File: src/rtl/ogc_pkg.sv
package ogc_pkg;
    localparam int REG_W   = 8;
    localparam logic [7:0] ADDR_OVL  = 8'h04;
    localparam logic [7:0] ADDR_CLIP = 8'h14;
    localparam logic [7:0] ADDR_GAIN = 8'h15;
    localparam int MODE_BIT = 4;
    localparam int CGS_BIT  = 7;
    localparam int FLAG_BIT = 6;

    typedef enum logic {
        ST_NORMAL   = 1'b0,
        ST_RECOVERY = 1'b1
    } mode_e;
endpackage

File: src/rtl/ogc_regs.sv
module ogc_regs
    import ogc_pkg::*;
#(
    parameter int GW = 8,
    parameter int CW = 4,
    parameter logic [GW-1:0] NRM_GAIN  = 8'h40,
    parameter logic [GW-1:0] REC_GAIN  = 8'h56,
    parameter logic [CW-1:0] NRM_CLAMP = 4'hC,
    parameter logic [CW-1:0] REC_CLAMP = 4'h9
) (
    input  logic             clk,
    input  logic             rst_n,
    input  logic             wr_en,
    input  logic [7:0]       wr_addr,
    input  logic [REG_W-1:0] wr_data,
    input  logic [7:0]       rd_addr,
    output logic [REG_W-1:0] rd_data,
    input  logic             clip_evt,
    output logic [GW-1:0]    gain_eff,
    output logic [CW-1:0]    clamp_code,
    output logic             recov_mode,
    output logic             ovl_flag
);
    mode_e          state_q, state_d;
    logic [CW-1:0]  clamp_q, clamp_d;
    logic [GW-1:0]  gain_q,  gain_d;
    logic           cgs_q,   cgs_d;
    logic           flag_q,  flag_d;

    logic ovl_wr, clip_wr, gain_wr;
    assign ovl_wr  = wr_en && (wr_addr == ADDR_OVL);
    assign clip_wr = wr_en && (wr_addr == ADDR_CLIP);
    assign gain_wr = wr_en && (wr_addr == ADDR_GAIN);

    // state register
    always_ff @(posedge clk or negedge rst_n) begin
        if (!rst_n) begin
            state_q <= ST_NORMAL;
            clamp_q <= NRM_CLAMP;
            gain_q  <= NRM_GAIN;
            cgs_q   <= 1'b0;
            flag_q  <= 1'b0;
        end else begin
            state_q <= state_d;
            clamp_q <= clamp_d;
            gain_q  <= gain_d;
            cgs_q   <= cgs_d;
            flag_q  <= flag_d;
        end
    end

    // next state and register updates
    always_comb begin
        state_d = state_q;
        clamp_d = clamp_q;
        gain_d  = gain_q;
        cgs_d   = cgs_q;
        flag_d  = flag_q;
        unique case (state_q)
            ST_NORMAL: begin
                if (ovl_wr && wr_data[MODE_BIT]) begin          // ENTER
                    state_d = ST_RECOVERY;
                    clamp_d = REC_CLAMP;
                    gain_d  = REC_GAIN;
                end else if (ovl_wr) begin                       // HOLD
                    clamp_d = wr_data[CW-1:0];
                end
            end
            ST_RECOVERY: begin
                if (ovl_wr && !wr_data[MODE_BIT]) begin         // EXIT
                    state_d = ST_NORMAL;
                    clamp_d = NRM_CLAMP;
                    gain_d  = NRM_GAIN;
                end else if (ovl_wr) begin                       // HOLD
                    clamp_d = wr_data[CW-1:0];
                end
            end
            default: state_d = ST_NORMAL;
        endcase
        if (gain_wr && cgs_q) gain_d = wr_data[GW-1:0];
        if (clip_wr) begin
            cgs_d = wr_data[CGS_BIT];
            if (wr_data[FLAG_BIT]) flag_d = 1'b0;
        end
        if (clip_evt) flag_d = 1'b1;
    end

    // outputs
    always_comb begin
        recov_mode = (state_q == ST_RECOVERY);
        clamp_code = clamp_q;
        ovl_flag   = flag_q;
        if (cgs_q)
            gain_eff = gain_q;
        else if (state_q == ST_RECOVERY)
            gain_eff = REC_GAIN;
        else
            gain_eff = NRM_GAIN;
        rd_data = '0;
        unique case (rd_addr)
            ADDR_OVL: begin
                rd_data[MODE_BIT]  = recov_mode;
                rd_data[CW-1:0]    = clamp_q;
            end
            ADDR_CLIP: begin
                rd_data[CGS_BIT]   = cgs_q;
                rd_data[FLAG_BIT]  = flag_q;
            end
            ADDR_GAIN: rd_data[GW-1:0] = gain_q;
            default:   rd_data = '0;
        endcase
    end

    assert_enter_reload_R2: assert property (@(posedge clk) disable iff (!rst_n)
        (ovl_wr && wr_data[MODE_BIT] && state_q == ST_NORMAL)
        |=> (state_q == ST_RECOVERY && gain_q == REC_GAIN && clamp_q == REC_CLAMP));

    assert_exit_reload_R3: assert property (@(posedge clk) disable iff (!rst_n)
        (ovl_wr && !wr_data[MODE_BIT] && state_q == ST_RECOVERY)
        |=> (state_q == ST_NORMAL && gain_q == NRM_GAIN && clamp_q == NRM_CLAMP));

    assert_gain_locked_R5: assert property (@(posedge clk) disable iff (!rst_n)
        (gain_wr && !cgs_q) |=> $stable(gain_q));

    assert_flag_sticky_R7: assert property (@(posedge clk) disable iff (!rst_n)
        (flag_q && !(clip_wr && wr_data[FLAG_BIT])) |=> flag_q);
endmodule

File: src/rtl/ogc_mul.sv
module ogc_mul #(
    parameter int DW = 12,
    parameter int GW = 8,
    localparam int PW = DW + GW + 1
) (
    input  logic                 clk,
    input  logic                 rst_n,
    input  logic [DW-1:0]        din,
    input  logic                 din_vld,
    input  logic [GW-1:0]        gain,
    output logic signed [PW-1:0] prod,
    output logic                 prod_vld
);
    logic signed [PW-1:0] prod_c;
    assign prod_c = $signed(din) * $signed({1'b0, gain});

    always_ff @(posedge clk or negedge rst_n) begin
        if (!rst_n) begin
            prod     <= '0;
            prod_vld <= 1'b0;
        end else begin
            prod_vld <= din_vld;
            if (din_vld) prod <= prod_c;
        end
    end
endmodule

File: src/rtl/ogc_sat.sv
module ogc_sat #(
    parameter int DW   = 12,
    parameter int GW   = 8,
    parameter int FRAC = 6,
    localparam int PW  = DW + GW + 1
) (
    input  logic                 clk,
    input  logic                 rst_n,
    input  logic signed [PW-1:0] prod,
    input  logic                 prod_vld,
    output logic [DW-1:0]        dout,
    output logic                 dout_vld,
    output logic                 clip_evt
);
    localparam logic signed [PW-1:0] MAXV = PW'((1 <<< (DW-1)) - 1);
    localparam logic signed [PW-1:0] MINV = -PW'(1 <<< (DW-1));
    localparam logic signed [PW-1:0] HALF = PW'(1 <<< (FRAC-1));

    logic signed [PW-1:0] rnd;
    logic                 over, under;
    logic [DW-1:0]        sat_c;

    always_comb begin
        rnd   = (prod + HALF) >>> FRAC;
        over  = rnd > MAXV;
        under = rnd < MINV;
        if (over)       sat_c = MAXV[DW-1:0];
        else if (under) sat_c = MINV[DW-1:0];
        else            sat_c = rnd[DW-1:0];
        clip_evt = prod_vld && (over || under);
    end

    always_ff @(posedge clk or negedge rst_n) begin
        if (!rst_n) begin
            dout     <= '0;
            dout_vld <= 1'b0;
        end else begin
            dout_vld <= prod_vld;
            if (prod_vld) dout <= sat_c;
        end
    end

    assert_sat_high_R6: assert property (@(posedge clk) disable iff (!rst_n)
        (prod_vld && over) |=> (dout == MAXV[DW-1:0]));

    assert_sat_low_R6: assert property (@(posedge clk) disable iff (!rst_n)
        (prod_vld && under) |=> (dout == MINV[DW-1:0]));

    assert_hold_idle_R8: assert property (@(posedge clk) disable iff (!rst_n)
        !prod_vld |=> $stable(dout));
endmodule

File: src/rtl/ovr_gain_clip.sv
module ovr_gain_clip #(
    parameter int DW   = 12,
    parameter int GW   = 8,
    parameter int FRAC = 6,
    parameter int CW   = 4
) (
    input  logic          clk,
    input  logic          rst_n,
    input  logic          wr_en,
    input  logic [7:0]    wr_addr,
    input  logic [7:0]    wr_data,
    input  logic [7:0]    rd_addr,
    output logic [7:0]    rd_data,
    input  logic [DW-1:0] din,
    input  logic          din_vld,
    output logic [DW-1:0] dout,
    output logic          dout_vld,
    output logic [CW-1:0] clamp_code,
    output logic          recov_mode,
    output logic          ovl_flag
);
    localparam int PW = DW + GW + 1;

    logic [GW-1:0]        gain_eff;
    logic signed [PW-1:0] prod;
    logic                 prod_vld;
    logic                 clip_evt;

    ogc_regs #(.GW(GW), .CW(CW)) u_regs (
        .clk(clk), .rst_n(rst_n),
        .wr_en(wr_en), .wr_addr(wr_addr), .wr_data(wr_data),
        .rd_addr(rd_addr), .rd_data(rd_data),
        .clip_evt(clip_evt), .gain_eff(gain_eff),
        .clamp_code(clamp_code), .recov_mode(recov_mode), .ovl_flag(ovl_flag)
    );

    ogc_mul #(.DW(DW), .GW(GW)) u_mul (
        .clk(clk), .rst_n(rst_n),
        .din(din), .din_vld(din_vld), .gain(gain_eff),
        .prod(prod), .prod_vld(prod_vld)
    );

    ogc_sat #(.DW(DW), .GW(GW), .FRAC(FRAC)) u_sat (
        .clk(clk), .rst_n(rst_n),
        .prod(prod), .prod_vld(prod_vld),
        .dout(dout), .dout_vld(dout_vld), .clip_evt(clip_evt)
    );

    assert_latency_R8: assert property (@(posedge clk) disable iff (!rst_n)
        din_vld |=> ##1 dout_vld);

    assert_flag_on_clip_R7: assert property (@(posedge clk) disable iff (!rst_n)
        clip_evt |=> ovl_flag);
endmodule

File: config.mk
export PLATFORM = sky130hd
export DESIGN_NAME = ovr_gain_clip
export DESIGN_NICKNAME = d
export VERILOG_FILES = /design/src/rtl/ogc_pkg.sv /design/src/rtl/ogc_regs.sv /design/src/rtl/ogc_mul.sv /design/src/rtl/ogc_sat.sv /design/src/rtl/ovr_gain_clip.sv
export SDC_FILE = /design/constraint.sdc
export NUM_CORES = 1
export LEC_CHECK = 0
export BUFFER_PORTS_ARGS = -buffer_cell sky130_fd_sc_hd__buf_4
export CORE_UTILIZATION = 40
export CTS_BUF_LIST = sky130_fd_sc_hd__clkbuf_4
export CTS_CLUSTER_DIAMETER = 40
export CTS_CLUSTER_SIZE = 24
export DETAILED_ROUTE_END_ITERATION = 10
export PLACE_DENSITY = 0.55
export SYNTH_ARGS = -nofsm -noshare
export SYNTH_HDL_FRONTEND = slang
export SYNTH_SLANG_ARGS = --single-unit
File: constraint.sdc
create_clock -name clk -period 13.5 [get_ports clk]
set_clock_uncertainty 0.2 [all_clocks]
set_input_delay 0.675 -clock clk [delete_from_list [all_inputs] [get_ports clk]]
set_output_delay 0.675 -clock clk [all_outputs]
set_load 0.01 [all_outputs]
==> flow_summary.ini <==
[yosys]
async_flop_share = 1.00
syn_area_sq_um = 6060
syn_area_per_cell_sq_um = 8.84
yosys-top-cells-area = fa_1 26%, dfrtp_1 17%, ha_1 8.1%, inv_1 7.5%, nand2_1 5.5%
synth-main-ff-cell = dfrtp_1
synthesis.instances = 685
synth.top_cell.area_share = 0.258
muxShareOfSynthArea = 0.0320
yosys.cell_types.count = 65
yosysSeqAreaShare = 0.187
synth_seq_cells = 45
yosysWarnings = 0
yosys.area_share.simple = 0.204
synth_top_cell_by_area = fa_1
synth_compound_gate_area_share = 0.103
synthAdderAreaFrac = 0.340
syn_nets = 842
synth-edff-count = 0
synth_xor_area_frac = 0.0419
synth_top_family_by_area = adder cells

[floorplanning]
io_pins = 67
core_sq_um = 14600
die_area_sq_um = 15600
rows = 44
initial_core_util = 0.414
die_w_um = 125
die-height_um = 125

[critical_path]
critical_path_required_ps = 13570
crit_type = flop to flop
cp_top_family = adder cells
cp_slowest_cell = fa_1
cp-end-kind = flop
crit_chain = buf_4 -> nand2b_1 -> nand2_1 -> and2_1 -> fa_1 -> fa_1 -> inv_1 -> fa_1 -> fa_1 -> inv_1 -> ha_1 -> a21o_1 -> a21o_1 -> nor3b_1 -> a22oi_1 -> xnor2_1 -> mux2i_1
cp_common_cell = fa_1
path_max_fanout = 47
path_buf_inv = 3
crit_arrival_ps = 5790
crit_path_max_incr_delay_ps = 660
start_kind = flop

[global_route]
grt_max_degree = 48
grt_first_pass_wirelength_um = 25000
grt_usage = 0.196
grt_pass1_vias = 5130
grt_overflow = 0
antenna_found_initial = 1

[cts]
cts-buffers-inserted = 5
cts_root_buffer = clkbuf_4
hold_buffers = 0
cts_resized = 0
cts_tree = yes
post-cts-setup-buffer-count = 0
worstSkewPairLatency_ps = 370
cts_sinks = 45
htreeDepth = 2
clk_pin_slew_ps = 140
cts.path.max_buffers = 2

[power_and_ir_drop]
clkPwrFrac = 0.147
power_density_nw_per_um2 = 88.7
seqPwrFrac = 0.360
power_switching_mw = 0.254
switching_share = 0.423
pwr-share-comb = 0.493
p_int_mw = 0.347
p_total_mw = 0.601
leakage_nw = 3.44
ir_drop_uv = 58.2

[place]
gp_congestion = 0.826
hpwl_um = 11400
io_buffer_count = 66

[timing]
rsz0062_at_grt = no
finalMaxSlewViolations = 0
worst_pin_slew_ps = 648
tns_ps = 0
worst_slew_margin_rel = 0.567
finalSetupViolations = 0
hold_viol = 0
fmax_ghz = 0.175
finalCriticalPeriod_ps = 5720
fin_crit_sh = 0.424

[status]
violations = DRC
status = complete, but fails checks

[routing]
vias = 4792
dr.pass1.iters = 7
route.detailed.drc = 18
wl_um = 14000
wl_per_cell_um = 15.2
postRouteAntennaNets = 0
drt_first_iter_violations = 357
vias_per_cell = 5.20

[final_layout]
utilization = 0.463
syn_to_final_growth_pct = 11.9
drive_above_1_share = 0.149
fin_nets = 892
n_fill_cell = 1517

[flow_run]
maxCapViolations = 0

[worst_hold_path]
worstHoldPathType = primary input to async pin
==> worst register-to-register path, cell delays in order, from the launching register on <==
cell	delay, ps
dfrtp_1	350
buf_4	350
nand2b_1	230
nand2_1	270
and2_1	320
fa_1	620
fa_1	660
inv_1	130
fa_1	520
fa_1	540
inv_1	40
ha_1	370
a21o_1	240
a21o_1	190
nor3b_1	210
a22oi_1	110
xnor2_1	200
mux2i_1	90
==> synth_stat cells (2+ instances only) <==
library cell / count
a211oi_1: 2
a21o_1: 2
a21oi_1: 26
a21oi_2: 9
a221o_1: 3
a22o_1: 5
a22oi_1: 2
and2_1: 28
and3_1: 31
clkbuf_1: 21
dfrtp_1: 42
dfstp_2: 3
fa_1: 78
ha_1: 39
inv_1: 121
mux2_2: 10
mux2i_1: 7
nand2_1: 88
nand2b_1: 7
nand3_1: 19
nand4_1: 7
nor2_1: 37
nor2b_1: 2
nor3_1: 7
nor3b_1: 2
nor4b_1: 2
o211ai_1: 3
o21a_1: 2
o21ai_0: 9
o21ai_1: 4
o21bai_1: 2
or2_1: 2
or3_1: 4
xnor2_1: 18
xor2_1: 11
==> cells by family (layout without fill, tap and decap cells) <==
logic type,Yosys count,in the layout
buffers and inverters,146,197
multiplexers,18,18
flip-flops,45,45
XOR/XNOR,29,29
other,0,1
adder cells (fa/ha/maj),118,118
AND/OR/NAND/NOR,244,244
AO/OA/AOI/OAI,85,85
==> power groups by stage <==
stage,Combinational (mW),Sequential [mW],Clock (mW)
after floorplan,0.212,0.213,0
after global placement,0.296,0.217,0
after detailed placement,0.300,0.219,0
after CTS,0.301,0.216,0.0919
after global routing,0.336,0.224,0.0973
final,0.296,0.216,0.0884
==> stage by stage <==
step	cell area (sq um)	std cells	setup slack (ps)	hold slack (ps)
3_5_place_dp	6690	912	7790	259
5_1_grt	6780	921	7400	97.6
3_3_place_gp	6690	912	7880	255
2_1_floorplan	6060	685	8230	179
6_report	6780	921	7780	63.6
4_1_cts	6770	920	7770	95.6
==> state kept, by name, summed over array words and instances (netlist names), named ones only <==
register and flops:
u_mul.prod 16, u_mul.prod_vld 1, u_regs.cgs_q 1, u_regs.clamp_code 4, u_regs.gain_q 8, u_regs.ovl_flag 1
u_sat.dout 12, u_sat.dout_vld 1
==> placed cells by master, fill, tap and decap left out, types with 5 or more instances in the layout <==
| master | netlist | routed |
|---|---|---|
| a21oi_1 | 26 | 26 |
| a21oi_2 | 9 | 9 |
| a22o_1 | 5 | 5 |
| and2_1 | 28 | 28 |
| and3_1 | 31 | 31 |
| buf_4 | 1 | 67 |
| clkbuf_4 | 0 | 6 |
| dfrtp_1 | 42 | 42 |
| fa_1 | 78 | 78 |
| ha_1 | 39 | 39 |
| inv_1 | 121 | 121 |
| mux2_2 | 10 | 10 |
| mux2i_1 | 7 | 7 |
| nand2_1 | 88 | 88 |
| nand2b_1 | 7 | 7 |
| nand3_1 | 19 | 19 |
| nand4_1 | 7 | 7 |
| nor2_1 | 37 | 37 |
| nor3_1 | 7 | 7 |
| o21ai_0 | 9 | 9 |
| xnor2_1 | 18 | 18 |
| xor2_1 | 11 | 11 |
==> layout make-up <==
| type | instances | area (sq um) | share of cell area |
|---|---|---|---|
| clock inverter | 2 | 38.8 | 0.00572 |
| inverter | 122 | 458 | 0.0676 |
| sequential | 45 | 1130 | 0.167 |
| antenna | 1 | 2.50 | 0.000369 |
| multi-input combinational | 494 | 4370 | 0.645 |
| tap | 184 | 230 | 0.0340 |
| clock buffer | 6 | 45.0 | 0.00665 |
| timing repair buffer | 67 | 503 | 0.0742 |
==> per-layer routing <==
layer	global-route usage	wire length, um
met3	0.0244	501
met1	0.244	6150
met5	0	0
met2	0.356	7080
met4	0.0595	296
==> path summary, 6_finish.rpt <==
path	start	endpoint	slack (ps)	depth (start not counted)
setup / recovery	u_regs.cgs_q$_DFFE_PN0P_	u_mul.prod[20]$_DFFE_PN0P_	7780	17
hold / removal	rst_n	u_regs.gain_q[5]$_DFFE_PN0P_	60	1
setup reg to reg	u_regs.cgs_q$_DFFE_PN0P_	u_mul.prod[20]$_DFFE_PN0P_	7780	17
hold reg to reg	u_regs.clamp_code[2]$_DFF_PN1_	u_regs.clamp_code[2]$_DFF_PN1_	270	2
max in group asynchronous	rst_n	u_regs.gain_q[6]$_DFFE_PN1P_	12610	1
min in group clk	u_regs.clamp_code[2]$_DFF_PN1_	u_regs.clamp_code[2]$_DFF_PN1_	270	2
No activity file was read; power rests on OpenSTA's default activity.
